File: config.mk
export PLATFORM = sky130hd
export DESIGN_NAME = insn_decode16
export DESIGN_NICKNAME = d
export VERILOG_FILES = /design/src/rtl/insn_decode16_pkg.sv /design/src/rtl/insn_decode16_fmt.sv /design/src/rtl/insn_decode16_src.sv /design/src/rtl/insn_decode16_dst.sv /design/src/rtl/insn_decode16.sv
export SDC_FILE = /design/constraint.sdc
export NUM_CORES = 1
export LEC_CHECK = 0
export BUFFER_PORTS_ARGS = -buffer_cell sky130_fd_sc_hd__buf_2
export CAP_MARGIN = 20
export CORE_UTILIZATION = 42
export DETAILED_ROUTE_END_ITERATION = 10
export PLACE_DENSITY = 0.76
export SLEW_MARGIN = 10
export SYNTH_ARGS = -nofsm -noshare
export SYNTH_HDL_FRONTEND = slang
export SYNTH_SLANG_ARGS = --single-unit
File: constraint.sdc
create_clock -name clk -period 2 [get_ports clk]
set_input_delay 0.2 -clock clk [delete_from_list [all_inputs] [get_ports clk]]
set_output_delay 0.2 -clock clk [all_outputs]
set_load 0.01 [all_outputs]
File: src/rtl/insn_decode16_pkg.sv
package insn_decode16_pkg;

    localparam int IW = 16;

    typedef enum logic [1:0] {
        CLS_BAD = 2'd0,
        CLS_ONE = 2'd1,
        CLS_JMP = 2'd2,
        CLS_TWO = 2'd3
    } cls_e;

    typedef enum logic [3:0] {
        AM_REG     = 4'd0,
        AM_INDEX   = 4'd1,
        AM_IND     = 4'd2,
        AM_AUTOINC = 4'd3,
        AM_SYMB    = 4'd4,
        AM_IMM     = 4'd5,
        AM_ABS     = 4'd6,
        AM_CONST   = 4'd7,
        AM_NONE    = 4'd8
    } am_e;

    localparam logic [4:0] OP_NONE  = 5'd31;
    localparam logic [2:0] SEL_SWAP = 3'd1;
    localparam logic [2:0] SEL_SEXT = 3'd3;
    localparam logic [2:0] SEL_CALL = 3'd5;
    localparam logic [2:0] SEL_RETI = 3'd6;
    localparam logic [2:0] SEL_RSVD = 3'd7;

    localparam logic [3:0] REG_PC = 4'd0;
    localparam logic [3:0] REG_SP = 4'd1;
    localparam logic [3:0] REG_SR = 4'd2;
    localparam logic [3:0] REG_CG = 4'd3;

    typedef struct packed {
        cls_e        cls;
        logic [4:0]  op;
        logic        byte_op;
        logic        illegal;
        logic        has_src;
        logic        has_dst;
        logic [10:0] jdisp;
    } fmt_t;

    typedef struct packed {
        am_e        mode;
        logic       ext;
        logic       const_en;
        logic [4:0] kval;
        logic [1:0] step;
    } src_t;

    typedef struct packed {
        am_e  mode;
        logic ext;
    } dst_t;

    function automatic logic [1:0] step_for(logic [3:0] rg, logic byte_op);
        if (rg == REG_PC || rg == REG_SP) return 2'd2;
        return byte_op ? 2'd1 : 2'd2;
    endfunction

endpackage

File: src/rtl/insn_decode16_fmt.sv
module insn_decode16_fmt
    import insn_decode16_pkg::*;
(
    input  logic [IW-1:0] word,
    output fmt_t          fmt
);
    logic [2:0] sel;
    logic       bad;

    assign sel = word[9:7];

    always_comb begin
        fmt       = '0;
        fmt.cls   = CLS_BAD;
        fmt.op    = OP_NONE;
        bad       = 1'b0;
        if (word[15:12] >= 4'd4) begin
            fmt.cls     = CLS_TWO;
            fmt.op      = 5'd16 + {1'b0, word[15:12]} - 5'd4;
            fmt.byte_op = word[6];
            fmt.has_src = 1'b1;
            fmt.has_dst = 1'b1;
        end else if (word[15:13] == 3'b001) begin
            fmt.cls   = CLS_JMP;
            fmt.op    = {2'b01, word[12:10]};
            fmt.jdisp = {word[9:0], 1'b0};
        end else if (word[15:10] == 6'b000100) begin
            fmt.cls = CLS_ONE;
            fmt.op  = {2'b00, sel};
            unique case (sel)
                SEL_RSVD: bad = 1'b1;
                SEL_RETI: bad = (word[6:0] != 7'd0);
                SEL_SWAP, SEL_SEXT, SEL_CALL: begin
                    bad         = word[6];
                    fmt.has_src = 1'b1;
                end
                default: begin
                    fmt.byte_op = word[6];
                    fmt.has_src = 1'b1;
                end
            endcase
        end else begin
            bad = 1'b1;
        end
        if (bad) begin
            fmt         = '0;
            fmt.cls     = CLS_BAD;
            fmt.op      = OP_NONE;
            fmt.illegal = 1'b1;
        end
    end
endmodule

File: src/rtl/insn_decode16_src.sv
module insn_decode16_src
    import insn_decode16_pkg::*;
(
    input  logic       en,
    input  logic [3:0] rg,
    input  logic [1:0] as_f,
    input  logic       byte_op,
    output src_t       src
);
    always_comb begin
        src      = '0;
        src.mode = AM_NONE;
        if (en) begin
            unique case (rg)
                REG_CG: begin
                    src.mode     = AM_CONST;
                    src.const_en = 1'b1;
                    src.kval     = (as_f == 2'd3) ? 5'h1F : {3'b000, as_f};
                end
                REG_SR: begin
                    unique case (as_f)
                        2'd0: src.mode = AM_REG;
                        2'd1: begin src.mode = AM_ABS; src.ext = 1'b1; end
                        2'd2: begin src.mode = AM_CONST; src.const_en = 1'b1; src.kval = 5'd4; end
                        default: begin src.mode = AM_CONST; src.const_en = 1'b1; src.kval = 5'd8; end
                    endcase
                end
                REG_PC: begin
                    unique case (as_f)
                        2'd0: src.mode = AM_REG;
                        2'd1: begin src.mode = AM_SYMB; src.ext = 1'b1; end
                        2'd2: src.mode = AM_IND;
                        default: begin src.mode = AM_IMM; src.ext = 1'b1; src.step = 2'd2; end
                    endcase
                end
                default: begin
                    unique case (as_f)
                        2'd0: src.mode = AM_REG;
                        2'd1: begin src.mode = AM_INDEX; src.ext = 1'b1; end
                        2'd2: src.mode = AM_IND;
                        default: begin src.mode = AM_AUTOINC; src.step = step_for(rg, byte_op); end
                    endcase
                end
            endcase
        end
    end
endmodule

File: src/rtl/insn_decode16_dst.sv
module insn_decode16_dst
    import insn_decode16_pkg::*;
(
    input  logic       en,
    input  logic [3:0] rg,
    input  logic       ad_f,
    output dst_t       dst
);
    always_comb begin
        dst.mode = AM_NONE;
        dst.ext  = 1'b0;
        if (en) begin
            dst.ext = ad_f;
            if (!ad_f)             dst.mode = AM_REG;
            else if (rg == REG_PC) dst.mode = AM_SYMB;
            else if (rg == REG_SR) dst.mode = AM_ABS;
            else                   dst.mode = AM_INDEX;
        end
    end
endmodule

File: src/rtl/insn_decode16.sv
module insn_decode16
    import insn_decode16_pkg::*;
#(
    parameter int XLEN = 16
) (
    input  logic            clk,
    input  logic            rst,
    input  logic            in_valid,
    input  logic [IW-1:0]   in_word,
    output logic            dec_valid,
    output logic [1:0]      dec_class,
    output logic [4:0]      dec_op,
    output logic            dec_byte,
    output logic [3:0]      dec_src_mode,
    output logic [3:0]      dec_dst_mode,
    output logic [3:0]      dec_src_reg,
    output logic [3:0]      dec_dst_reg,
    output logic            dec_const_en,
    output logic [XLEN-1:0] dec_const,
    output logic [1:0]      dec_ext_words,
    output logic [1:0]      dec_inc_step,
    output logic [XLEN-1:0] dec_jump_disp,
    output logic            dec_illegal
);
    localparam int KPAD = XLEN - 5;
    localparam int JPAD = XLEN - 11;

    fmt_t       fmt;
    src_t       src;
    dst_t       dst;
    logic [3:0] src_rg;
    logic [3:0] dst_rg;

    insn_decode16_fmt u_fmt (.word(in_word), .fmt(fmt));

    assign src_rg = !fmt.has_src ? 4'd0 : (fmt.has_dst ? in_word[11:8] : in_word[3:0]);
    assign dst_rg = fmt.has_dst ? in_word[3:0] : 4'd0;

    insn_decode16_src u_src (
        .en(fmt.has_src), .rg(src_rg), .as_f(in_word[5:4]),
        .byte_op(fmt.byte_op), .src(src)
    );

    insn_decode16_dst u_dst (
        .en(fmt.has_dst), .rg(dst_rg), .ad_f(in_word[7]), .dst(dst)
    );

    always_ff @(posedge clk) begin
        if (rst) begin
            dec_valid     <= 1'b0;
            dec_class     <= CLS_BAD;
            dec_op        <= OP_NONE;
            dec_byte      <= 1'b0;
            dec_src_mode  <= AM_NONE;
            dec_dst_mode  <= AM_NONE;
            dec_src_reg   <= '0;
            dec_dst_reg   <= '0;
            dec_const_en  <= 1'b0;
            dec_const     <= '0;
            dec_ext_words <= '0;
            dec_inc_step  <= '0;
            dec_jump_disp <= '0;
            dec_illegal   <= 1'b0;
        end else begin
            dec_valid     <= in_valid;
            dec_class     <= fmt.cls;
            dec_op        <= fmt.op;
            dec_byte      <= fmt.byte_op;
            dec_src_mode  <= src.mode;
            dec_dst_mode  <= dst.mode;
            dec_src_reg   <= src_rg;
            dec_dst_reg   <= dst_rg;
            dec_const_en  <= src.const_en;
            dec_const     <= {{KPAD{src.kval[4]}}, src.kval};
            dec_ext_words <= {1'b0, src.ext} + {1'b0, dst.ext};
            dec_inc_step  <= src.step;
            dec_jump_disp <= {{JPAD{fmt.jdisp[10]}}, fmt.jdisp};
            dec_illegal   <= fmt.illegal;
        end
    end
endmodule

* Word-level counts from Yosys, hierarchy flattened *
Index checks and enable logic that the tools add are counted.

storage, ports and cells
  register bits after elaboration = 47
  bits of input ports = 19
  output and inout bits = 63
  logic and storage cells = 106

cells by class
  $add $sub $neg = 3
  $lt $le $gt $ge = 1
  eq/ne operators = 14
  multiplexer cells = 45
  bitwise operators = 4
  reductions and logical operators = 20

operators by type and width
  cell                   number
  $pmux W6 S2            2
  $mux W11               2
  $mux W4                5
  $pmux W3 S3            2
  $mux W1                17
  $mux W15               1
  $reduce_or A3 Y1       5
  $mux W7                2
  $reduce_or A2 Y1       7
  $eq A4 B2 Y1 const B   3
  $mux W2                5
  $eq A3 B3 Y1 const B   3
  $mux W9                1
  $logic_not A4 Y1       2
  $mux W8                1
  $reduce_or A4 Y1       2
  $reduce_bool A7 Y1     1
  $eq A3 B1 Y1 const B   2
  $eq A6 B3 Y1 const B   1
  $pmux W2 S3            1
  $pmux W3 S2            1
  $add A5 B4 Y5 const A  1
  $mux W5                1
  $reduce_or A5 Y1       1
  other kinds (14)       18

* Longest topological paths before layout *
  depth after elaboration = 20
  depth in mapped cells = 9
  depth with buffers taken out = 8

* Cells and area by module *
A second synthesis with hierarchy kept.

unflattened totals
  cell total of the unflattened synthesis = 219
  area total of the unflattened synthesis = 2,062.0 sq um

by module, submodules not included
  module             instances  cells each  area each (sq um)  seq. area each (sq um)
  insn_decode16      1          130         1,492.7            940.9
  insn_decode16_fmt  1          51          325.3              0.0
  insn_decode16_src  1          32          201.4              0.0
  insn_decode16_dst  1          6           42.5               0.0

* Worst setup path before layout *
OpenSTA, ideal clock, no wires.

  kind = input to register
  start = in in_word[14]
  end = reg dec_ext_words[0]
  library setup time = 130 ps
  arrival = 1,863 ps
  data required time = 1,870 ps
  slack = 7 ps
  cell stages on the path = 7
  path buffers = 0
  cells stage by stage = inv_1 -> ha_1 -> mux2i_1 -> o21ai_0 -> a211oi_1 -> ha_1 -> nor2b_1

on the way
  longest elaborated chain between the ends = 11
  elaborated cells between the ends (all ways) = 19
  classes of those cells = add/sub (1); order compare (1); eq/ne (3); mux (13); reduce/logical (1)

ends and longest elaborated chain
  item                                                     RTL line                 source
  start: declaration                                       insn_decode16.sv:9       input logic [IW-1:0] in_word,
  $eq A6 B3 Y1                                             insn_decode16_fmt.sv:27  end else if (word[15:10] == 6'b000100) begin
  $mux W1                                                  insn_decode16_fmt.sv:27
  $mux W1                                                  insn_decode16_fmt.sv:23  end else if (word[15:13] == 3'b001) begin
  $mux W1                                                  insn_decode16_fmt.sv:17  if (word[15:12] >= 4'd4) begin
  $mux W15 *                                               insn_decode16_fmt.sv:45  if (bad) begin
  $mux W4 (2 in series)                                    insn_decode16.sv:36      assign src_rg = !fmt.has_src ? 4'd0 : (fmt.has_dst ? in_word[11:8] : in_word[3:0]);
  $eq A4 B2 Y1 / $logic_not A4 Y1 (equally long branches)  insn_decode16_src.sv:14  unique case (rg)
  $pmux W1 S2                                              insn_decode16_src.sv:14
  $mux W9                                                  insn_decode16_src.sv:13  if (en) begin
  $add A1 B1 Y2 *                                          insn_decode16.sv:75      dec_ext_words <= {1'b0, src.ext} + {1'b0, dst.ext};
  end signal: assignment                                   insn_decode16.sv:75
  end: declaration                                         insn_decode16.sv:20      output logic [1:0] dec_ext_words,

Mark *: on every way between the ends. The rest lies on a longest branch, timed or not.
A chain may end at the register's enable or synchronous reset.

* Worst setup path after layout *
  start = in in_word[1]
  end = reg dec_ext_words[0]

on the way
  longest elaborated chain between the ends = 12
  elaborated cells between the ends (all ways) = 14
  classes of those cells = add/sub (1); eq/ne (1); mux (10); reduce/logical (2)

ends and longest elaborated chain
  item                                                     RTL line                 source
  $reduce_bool A7 Y1                                       insn_decode16_fmt.sv:32  SEL_RETI: bad = (word[6:0] != 7'd0);
  $pmux W1 S3                                              insn_decode16_fmt.sv:30  unique case (sel)
  $mux W1                                                  insn_decode16_fmt.sv:27
  $mux W1                                                  insn_decode16_fmt.sv:23
  $mux W1                                                  insn_decode16_fmt.sv:17
  $mux W15                                                 insn_decode16_fmt.sv:45
  $mux W4 (2 in series)                                    insn_decode16.sv:36
  $eq A4 B2 Y1 / $logic_not A4 Y1 (equally long branches)  insn_decode16_src.sv:14
  $pmux W1 S2                                              insn_decode16_src.sv:14
  $mux W9                                                  insn_decode16_src.sv:13
  $add A1 B1 Y2 *                                          insn_decode16.sv:75

Marks and branches as above.

==> impl_metrics.toml <==
[worst_hold_path]
holdPathEnd = "dec_valid$_SDFF_PP0_"
whs_path_depth = 2
hold_path_class = "in2reg"
holdCritStartpoint = "in_valid"

[timing]
whs_ns = 0.120
drv_slew = 0
setup_viol = 0
hold_viol = 0
min_period_over_period_pct = 84.0
timing.setup.tns_ns = 0
timing.fmax_mhz = 596
post-route-min-period_ns = 1.68
grt_setup_unrepaired = "false"

[clocking]
cts_root_buffer = "clkbuf_8"
hold_buffers = 0
cts-resized-gates = 0
clock_path_buffers = 2
cts_made_buffers = 5
htree_levels = 2
post-cts-setup-buffer-count = 0
clock-sinks = 46
cts_tree = "built"
clk_pin_slew_ns = 0.08

[route]
wl_per_cell_um = 12.9
vias = 1485
via_per_inst = 4.93
drc = 0
drtPass1Iterations = 4
antenna_left = 0
drt_iter0_markers = 77
wirelength_um = 3870

[worst_setup_path]
crit_path_end_kind = "flop"
worst-path-buf-inv = 1
cp-startpoint = "in_word[1]"
startpoint_type = "input pin"
crit_slowest_cell = "nor4_1"
cp.depth = 7
cpPeakStageDelay_ns = 0.48
crit_family = "simple AND/OR/NAND/NOR gates"
crit_arrival_ns = 1.86
critPathMaxFanout = 8
critical_path_class = "in2reg"
cp_data_required_time_ns = 2.18
crit_chain = "buf_2 -> nor4_1 -> nand4_1 -> and4_1 -> a211oi_1 -> ha_1 -> nor2b_1"

[layout]
nets = 272
largest_reg_flops = 10
layout_commonest_cell = "buf_2"
drive_gt1_share_pct = 43.8
largest-register = "dec_jump_disp"
area_growth_syn_to_layout_pct = 26.8
filler_cell_count = 389
diodes = 0
reg_top3 = "dec_jump_disp: 10 flops, dec_const: 5 flops, dec_op: 5 flops"
final_cell_mix = "buf_2 (80), dfxtp_1 (46), and2_1 (16), buf_4 (13)"

[power]
irDropWorstVdd_mv = 0.359
p_leak_nw = 1.14
total_power_mw = 1.75
power.density_nw_per_um2 = 757

[yosys]
synth_cell_types = 51
synth_edf_count = 0
synth_area_leaders = "dfxtp_1 (50%), buf_4 (7.0%), and2_1 (5.5%)"
synth_nets = 196
synth_area_um2 = 1830
yosys_warnings = 0
synth_area_leader_cell = "dfxtp_1"
synthCells = 174
async_reset_ff_share_pct = 0
synth_top_area_share_pct = 50.4
syn_area_per_cell_um2 = 10.5
ys_seq_area_share_pct = 50.4
synth_ff_type = "dfxtp_1"
ys_ff_latch = 46

[place]
dp_hpwl_um = 2960
gp_congestion = 0.831
port_buffers = 80

[grt]
grt_pass1_wl_um = 6090
grt_pass1_vias = 1331
grt_max_degree = 17
track_usage_pct = 18.0
antenna_found_initial = 0
grt-ovfl-total = 0

[run]
drv_cap = 0

[floorplanning]
dieWidth_um = 68.0
start_util_pct = 44.7
die-area_um2 = 4620
die_h_um = 68.0
pin_count = 82
rows = 23
core-area_um2 = 4090

[run_status]
status = "finished, final reports clean"
[worst max-delay path by stage]
stage / end
final: dec_ext_words[0]$_SDFF_PP0_
after global routing: dec_ext_words[0]$_SDFF_PP0_
after CTS: dec_ext_words[0]$_SDFF_PP0_
after detailed placement: dec_ext_words[0]$_SDFF_PP0_
after global placement: dec_ext_words[0]$_SDFF_PP0_
after floorplan: dec_ext_words[0]$_SDFF_PP0_
[cell type report]
cell class | instances | area, um^2 | share of cell area (%)
sequential | 46 | 921 | 39.8
multi-input combinational | 99 | 724 | 31.3
timing repair buffer | 93 | 498 | 21.5
clock buffer | 7 | 86.3 | 3.73
tap | 50 | 62.6 | 2.70
inverter | 5 | 18.8 | 0.810
clock inverter | 1 | 5.00 | 0.216
[kinds of logic after synthesis]
group | count (synthesis) | share of synthesized area (%)
AND/OR/NAND/NOR | 64 | 22.4
flip-flops | 46 | 50.4
other | 1 | 0.205
AO/OA/AOI/OAI | 25 | 11.6
multiplexers | 5 | 2.88
buffers and inverters | 29 | 9.93
adder cells (fa/ha/maj) | 3 | 2.06
XOR/XNOR | 1 | 0.480
[report_power, final]
part / internal (mW) / switching (mW)
combinational: 0.0982 / 0.133
clock: 0.279 / 0.285
sequential: 0.950 / 0.00859
[through the flow]
| stage | cell area (um^2) | util (%) | worst slack [ns] | std cells |
|---|---|---|---|---|
| after floorplan | 1830 | - | 0.00718 | 174 |
| after global placement | 2220 | 54.4 | 0.0932 | 293 |
| after detailed placement | 2220 | 54.4 | 0.0388 | 293 |
| after CTS | 2320 | 56.7 | 0.363 | 301 |
| after global routing | 2320 | 56.7 | 0.183 | 301 |
| final | 2320 | 56.7 | 0.321 | 301 |
[metal layers]
| metal | vias up | routed length, um | track usage (%) |
|---|---|---|---|
| met5 | - | 0 | 0 |
| met4 | 0 | 60 | 7.81 |
| met3 | 5 | 251 | 4.50 |
| met2 | 64 | 1830 | 29.5 |
| met1 | 677 | 1730 | 22.2 |
| li1 | 739 | - | - |
[cell usage after synthesis, types with 4 or more instances]
cell,count
dfxtp_1,46
buf_4,17
and2_1,16
nor2_1,7
nor3_1,7
nand2_1,6
nor2b_1,6
inv_1,5
a21oi_1,4
clkbuf_1,4
No activity file was read; power rests on OpenSTA's default activity.
